### src/rtl/sdram_cmd_monitor.sv
module sdram_cmd_monitor #(
  parameter int BA_W      = 2,
  parameter int T_RCD     = 3,
  parameter int T_RP      = 3,
  parameter int T_RC      = 6,
  parameter int T_RRD     = 2,
  parameter int T_WR      = 2,
  parameter int BURST_LEN = 4
) (
  input  logic                    clk,
  input  logic                    rst_n,
  input  logic                    cke,
  input  logic                    cs_n,
  input  logic                    ras_n,
  input  logic                    cas_n,
  input  logic                    we_n,
  input  logic [BA_W-1:0]         ba,
  input  logic                    a10,
  output logic [3:0]              cmd_o,
  output logic [4*(1<<BA_W)-1:0]  bank_state_o,
  output logic                    illegal_o,
  output logic [2:0]              reason_o
);
  localparam int NB = 1 << BA_W;
  localparam int CW = $clog2(T_RCD + T_RP + T_RC + T_RRD + T_WR + BURST_LEN) + 1;

  localparam logic [3:0] C_DES = 4'd0, C_NOP = 4'd1, C_MRS = 4'd2, C_REF = 4'd3,
                         C_SRF = 4'd4, C_PRE = 4'd5, C_ACT = 4'd6, C_WR  = 4'd7,
                         C_RD  = 4'd8, C_BST = 4'd9;
  localparam logic [3:0] S_IDLE = 4'd0, S_OPEN = 4'd1, S_ROW = 4'd2, S_RD = 4'd3,
                         S_WR = 4'd4, S_RDA = 4'd5, S_WRA = 4'd6, S_WREC = 4'd7,
                         S_WRECA = 4'd8, S_PRE = 4'd9, S_REF = 4'd10, S_MODE = 4'd11;

  logic [3:0]    cmd;
  logic [3:0]    st    [NB];
  logic [3:0]    st_n  [NB];
  logic [CW-1:0] cnt   [NB];
  logic [CW-1:0] cnt_n [NB];
  logic [CW-1:0] rrd;
  logic [NB-1:0] tgt, bad;
  logic          all_idle, any_burst, bank_bad, idle_bad, spc_bad, ok;
  logic [2:0]    reason;

  always_comb begin
    if (cs_n) cmd = C_DES;
    else case ({ras_n, cas_n, we_n})
      3'b000:  cmd = C_MRS;
      3'b001:  cmd = cke ? C_REF : C_SRF;
      3'b010:  cmd = C_PRE;
      3'b011:  cmd = C_ACT;
      3'b100:  cmd = C_WR;
      3'b101:  cmd = C_RD;
      3'b110:  cmd = C_BST;
      default: cmd = C_NOP;
    endcase
  end

  always_comb begin
    all_idle  = 1'b1;
    any_burst = 1'b0;
    for (int b = 0; b < NB; b++) begin
      all_idle  = all_idle & (st[b] == S_IDLE);
      any_burst = any_burst | (st[b] == S_RD) | (st[b] == S_WR);
      tgt[b] = (cmd == C_PRE && a10) ||
               ((cmd == C_PRE || cmd == C_ACT || cmd == C_RD || cmd == C_WR) && ba == BA_W'(b));
      case (cmd)
        C_ACT:       bad[b] = st[b] != S_IDLE;
        C_RD, C_WR:  bad[b] = !(st[b] inside {S_ROW, S_RD, S_WR, S_WREC});
        C_PRE:       bad[b] = !(st[b] inside {S_IDLE, S_ROW, S_RD, S_WR});
        default:     bad[b] = 1'b0;
      endcase
    end
  end

  assign bank_bad = (cmd == C_BST) ? !any_burst : |(tgt & bad);
  assign idle_bad = (cmd == C_MRS || cmd == C_REF || cmd == C_SRF) && !all_idle;
  assign spc_bad  = (cmd == C_ACT) && (rrd != '0);
  assign reason   = bank_bad ? 3'b001 : idle_bad ? 3'b010 : spc_bad ? 3'b100 : 3'b000;
  assign ok       = reason == 3'b000;

  always_comb begin
    for (int b = 0; b < NB; b++) begin
      st_n[b]  = st[b];
      cnt_n[b] = cnt[b];
      if (ok && tgt[b]) begin
        case (cmd)
          C_ACT: begin st_n[b] = S_OPEN; cnt_n[b] = CW'(T_RCD - 2); end
          C_RD:  begin st_n[b] = a10 ? S_RDA : S_RD; cnt_n[b] = CW'(BURST_LEN - 2); end
          C_WR:  begin st_n[b] = a10 ? S_WRA : S_WR; cnt_n[b] = CW'(BURST_LEN - 2); end
          default: if (st[b] != S_IDLE) begin st_n[b] = S_PRE; cnt_n[b] = CW'(T_RP - 2); end
        endcase
      end else if (ok && cmd == C_MRS) begin
        st_n[b] = S_MODE; cnt_n[b] = '0;
      end else if (ok && (cmd == C_REF || cmd == C_SRF)) begin
        st_n[b] = S_REF; cnt_n[b] = CW'(T_RC - 2);
      end else if (ok && cmd == C_BST && st[b] == S_RD) begin
        st_n[b] = S_ROW;
      end else if (ok && cmd == C_BST && st[b] == S_WR) begin
        st_n[b] = S_WREC; cnt_n[b] = CW'(T_WR - 1);
      end else if (st[b] != S_IDLE && st[b] != S_ROW) begin
        if (cnt[b] != '0) cnt_n[b] = cnt[b] - CW'(1);
        else case (st[b])
          S_OPEN, S_RD, S_WREC: st_n[b] = S_ROW;
          S_WR:          begin st_n[b] = S_WREC;  cnt_n[b] = CW'(T_WR - 1); end
          S_WRA:         begin st_n[b] = S_WRECA; cnt_n[b] = CW'(T_WR - 1); end
          S_RDA, S_WRECA: begin st_n[b] = S_PRE;  cnt_n[b] = CW'(T_RP - 1); end
          default:       st_n[b] = S_IDLE;
        endcase
      end
    end
  end

  always_ff @(posedge clk or negedge rst_n) begin
    if (!rst_n) begin
      for (int b = 0; b < NB; b++) begin
        st[b]  <= S_IDLE;
        cnt[b] <= '0;
      end
      rrd       <= '0;
      cmd_o     <= C_DES;
      illegal_o <= 1'b0;
      reason_o  <= 3'b000;
    end else begin
      for (int b = 0; b < NB; b++) begin
        st[b]  <= st_n[b];
        cnt[b] <= cnt_n[b];
      end
      if (ok && cmd == C_ACT) rrd <= CW'(T_RRD - 1);
      else if (rrd != '0)     rrd <= rrd - CW'(1);
      cmd_o     <= cmd;
      illegal_o <= !ok;
      reason_o  <= reason;
    end
  end

  for (genvar g = 0; g < NB; g++) begin : g_pack
    assign bank_state_o[4*g +: 4] = st[g];
  end
endmodule

### config.mk
export PLATFORM = sky130hd
export DESIGN_NAME = sdram_cmd_monitor
export DESIGN_NICKNAME = d
export VERILOG_FILES = /design/src/rtl/sdram_cmd_monitor.sv
export SDC_FILE = /design/constraint.sdc
export NUM_CORES = 1
export LEC_CHECK = 0
export ABC_AREA = 1
export ABC_CLOCK_PERIOD_IN_PS = 3700
export BUFFER_PORTS_ARGS = -buffer_cell sky130_fd_sc_hd__buf_2
export CAP_MARGIN = 20
export CORE_UTILIZATION = 60
export CTS_BUF_LIST = sky130_fd_sc_hd__clkbuf_4
export DETAILED_ROUTE_END_ITERATION = 8
export PLACE_DENSITY = 0.8
export SLEW_MARGIN = 20
export SYNTH_ARGS = -nofsm -noshare
export SYNTH_HDL_FRONTEND = slang
export SYNTH_SLANG_ARGS = --single-unit
export TNS_END_PERCENT = 1
### constraint.sdc
create_clock -name clk -period 3.7 [get_ports clk]
set_input_delay 0.37 -clock clk [delete_from_list [all_inputs] [get_ports clk]]
set_output_delay 0.37 -clock clk [all_outputs]
set_load 0.05 [all_outputs]
==> results.py <==
metrics = {
    "run_status": {
        "status": "finished clean",
    },
    "drt": {
        "first_pass_iters": 5,
        "drc": 0,
        "routedWlPerCell_um": 12.9,
        "wl_um": 10300,
        "viasPerCell": 5.39,
        "drt_iter0_drc": 264,
        "vias": 4321,
        "postRouteAntennaNets": 0,
    },
    "layout": {
        "num_antenna_cells": 0,
        "drive_gt1_frac": 0.119,
        "final_nets": 725,
        "syn_to_final_growth_pct": 6.96,
        "nFillCells": 652,
        "fin_area_mm2": 0.00467,
    },
    "logic_synthesis": {
        "ys_ff_latch": 54,
        "synth.largest_area_cell": "dfrtp_1",
        "synthesis.area_mm2": 0.00437,
        "synth-seq-area-share": 0.309,
        "yosysTopAreaCellShare": 0.309,
        "synth_cell_type_count": 42,
        "syn_avg_cell_area_um2": 6.52,
        "syn_nets": 690,
        "synthesis.instances": 670,
        "yosys_warnings": 0,
        "synth_area_leaders": "dfrtp_1 31%, nand2_1 18%, inv_1 7.5%",
    },
    "pwr": {
        "switching_share": 0.531,
        "switchingPower_mw": 1.85,
        "clkPwrFrac": 0.074,
        "powerDensity_mw_per_mm2": 748,
        "vdd_drop_max_v": 0.000393,
        "sequentialPowerShare": 0.293,
        "p_total_mw": 3.49,
        "internal-power_mw": 1.64,
        "p_leak_nw": 2.63,
        "combinationalPowerShare": 0.633,
    },
    "floorplanning": {
        "die_w_um": 87.3,
        "die_h_um": 87.3,
        "rows": 30,
        "io_pins": 34,
        "design.core.area_mm2": 0.00691,
        "die_area_mm2": 0.00763,
        "initial_utilization": 0.633,
    },
    "critical_path": {
        "critical_path_class": "flip-flop to flip-flop",
        "crit_path_max_fanout": 11,
        "cp_top_family": "simple AND/OR/NAND/NOR gates",
        "required_ps": 3990,
        "reg2reg_slack_ps": 480,
        "crit_arrival_ps": 3520,
        "slowest_stage": "dfrtp_1",
        "crit_top_cell": "nand2_1",
        "r2r-start": "bank_state_o[7]",
        "r2r_cells": 17,
        "worst_setup_path_start_kind": "flip-flop",
        "critPathCaptureType": "flip-flop",
        "path_cells": "nor2_1 > nand2_1 > nor2_1 > nor2_1 > nand2_1 > nor2_1 > nor2_1 > nand2_1 > nand3_1 > nand2_1 > nor3_2 > nand4_1 > inv_1 > nand3_1 > nand2_1 > nand2_1 > o21ai_1",
        "slowest_delay_ps": 460,
        "path_buf_inv": 1,
        "regToRegEndpoint": "bank_state_o[11]",
    },
    "timing": {
        "tightest_slew_ps": 664,
        "layout_setup_ws_ps": 478,
        "fin_tns_setup_ps": 0,
        "setup_viol": 0,
        "period_share": 0.871,
        "rsz0062_at_grt": "false",
        "maxSlewViolCount": 0,
        "worst_clock_skew_ps": 23.6,
        "relSlewSlack": 0.555,
        "finalCriticalPeriod_ps": 3220,
        "hold_viol": 0,
        "fmax_mhz": 310,
    },
    "clocking": {
        "htree_levels": 2,
        "cts_resized": 0,
        "cts.sinks": 54,
        "clk_path_buf_depth": 2,
        "post_cts_buffers": 0,
        "clk_pin_slew_worst_paths_ps": 160,
        "hold_buffers": 0,
        "numCtsBuffers": 5,
        "cts_root_buf": "clkbuf_4",
        "cts_tree": "built",
        "clkLatencyLatePin_ps": 380,
    },
    "placed_design": {
        "pre_cts_ws_ps": 483,
        "port_buffers": 33,
        "place_area_mm2": 0.00462,
        "gp_congestion": 0.944,
        "hpwl_um": 8120,
    },
    "global_route": {
        "antenna_found_initial": 0,
        "grt_use_total": 0.296,
        "grt_pass1_wl_um": 17900,
        "grt_overflow_total": 0,
        "grt_start_max_net_pins": 55,
        "grt_pass1_vias": 4093,
    },
    "job": {
        "maxCapViolations": 0,
    },
    "hold_path": {
        "holdCritPathClass": "input port to async pin",
    },
}
layout make-up:
type / count / area [µm²] / area share
Clock buffer: 6 / 45.0 / 0.00964
Multi-Input combinational cell: 519 / 2630 / 0.564
Sequential cell: 54 / 1350 / 0.289
Inverter: 91 / 342 / 0.0731
Clock inverter: 2 / 8.76 / 0.00187
Tap cell: 96 / 120 / 0.0257
Timing Repair Buffer: 34 / 173 / 0.0369
cell usage after synthesis:
cell type,number
nand2_1,212
inv_1,87
nor2_1,84
nand3_1,56
dfrtp_1,54
o21ai_0,31
a21oi_1,19
nor3_1,14
o21ai_1,11
ha_1,10
nand2_2,9
nand4_1,8
xnor2_1,8
xor2_1,8
nor2_4,5
inv_2,4
nand2_4,4
nand3_2,4
o211ai_1,4
and3_1,3
buf_4,3
nand3_4,3
nor2_2,3
nand3b_1,2
nand4_2,2
nand4_4,2
o21ai_2,2
o31ai_1,2
or2_1,2
or2_2,2
buf_2,1
buf_6,1
clkbuf_1,1
nand2_8,1
nor2_8,1
nor3_2,1
nor3b_1,1
o2111ai_1,1
o21a_1,1
o21bai_1,1
o22ai_1,1
or3_1,1
cell usage in the layout (no fill, tap or decap), types with 2 or more instances in the layout:
cell,Yosys,final
nand3_1,56,56
clkbuf_4,0,6
buf_2,1,33
ha_1,10,10
o21ai_0,31,31
o21ai_1,11,11
o31ai_1,2,2
xor2_1,8,8
xnor2_1,8,8
nand2_1,212,212
o211ai_1,4,4
and3_1,3,3
nor2_4,5,5
nand3_2,4,4
nand2_4,4,4
nand4_1,8,8
dfrtp_1,54,54
inv_2,4,4
nor3_1,14,14
or2_1,2,2
nand2_2,9,9
nor2_1,84,84
nand3b_1,2,2
nor2_2,3,3
nand3_4,3,3
or2_2,2,2
nand4_2,2,2
o21ai_2,2,2
inv_1,87,87
a21oi_1,19,19
nand4_4,2,2
registers in the layout, indices dropped and copies added (netlist names):
register	cells
reason_o	3
illegal_o	1
bank_state_o	16
rrd	6
cnt	24
cmd_o	4
how the worst max path moves through the flow:
stage	start	end	slack (ps)	cells after the start
2_1_floorplan	bank_state_o[6]	cnt[10]	960	20
5_1_grt	bank_state_o[6]	bank_state_o[11]	140	18
6_report	bank_state_o[7]	bank_state_o[11]	480	17
3_3_place_gp	cas_n	bank_state_o[11]	670	18
3_5_place_dp	cas_n	bank_state_o[11]	480	18
4_1_cts	bank_state_o[6]	bank_state_o[11]	520	18
metrics by stage:
step                hold WS (ps)  utilization  std cells
global placement             456        0.669        794
detailed placement           464        0.669        794
finish                      94.0        0.677        802
CTS                          127        0.677        802
global route                 153        0.677        802
floorplan                   74.4            -        670
logic make-up (layout without fill, tap and decap cells):
family          count (synthesis)  in the layout  share of synthesized area
xor+xnor                       16             16                     0.0321
buf+inv                        97            133                     0.0879
compound gates                 73             73                     0.0911
simple gates                  420            420                      0.451
fa+ha+maj                      10             10                     0.0286
flops                          54             54                      0.309
per-layer routing:
metal / share of wire / global-route usage / vias up / wire (µm)
met2: 0.49 / 0.497 / 115 / 5040
met5: 0 / 0 / - / 0
met1: 0.45 / 0.386 / 1993 / 4640
met4: 0.021 / 0.109 / 0 / 218
li1: - / - / 2192 / -
met3: 0.044 / 0.0417 / 21 / 451
power by group through the flow:
stage	logic, mW	registers [mW]	clock network (mW)
floorplan	1.56	1.22	0
global placement	2.14	1.03	0
detailed placement	2.20	1.03	0
CTS	2.21	1.02	0.266
global route	2.52	1.06	0.287
finish	2.21	1.02	0.258
Power figures use the tool's default switching activity.
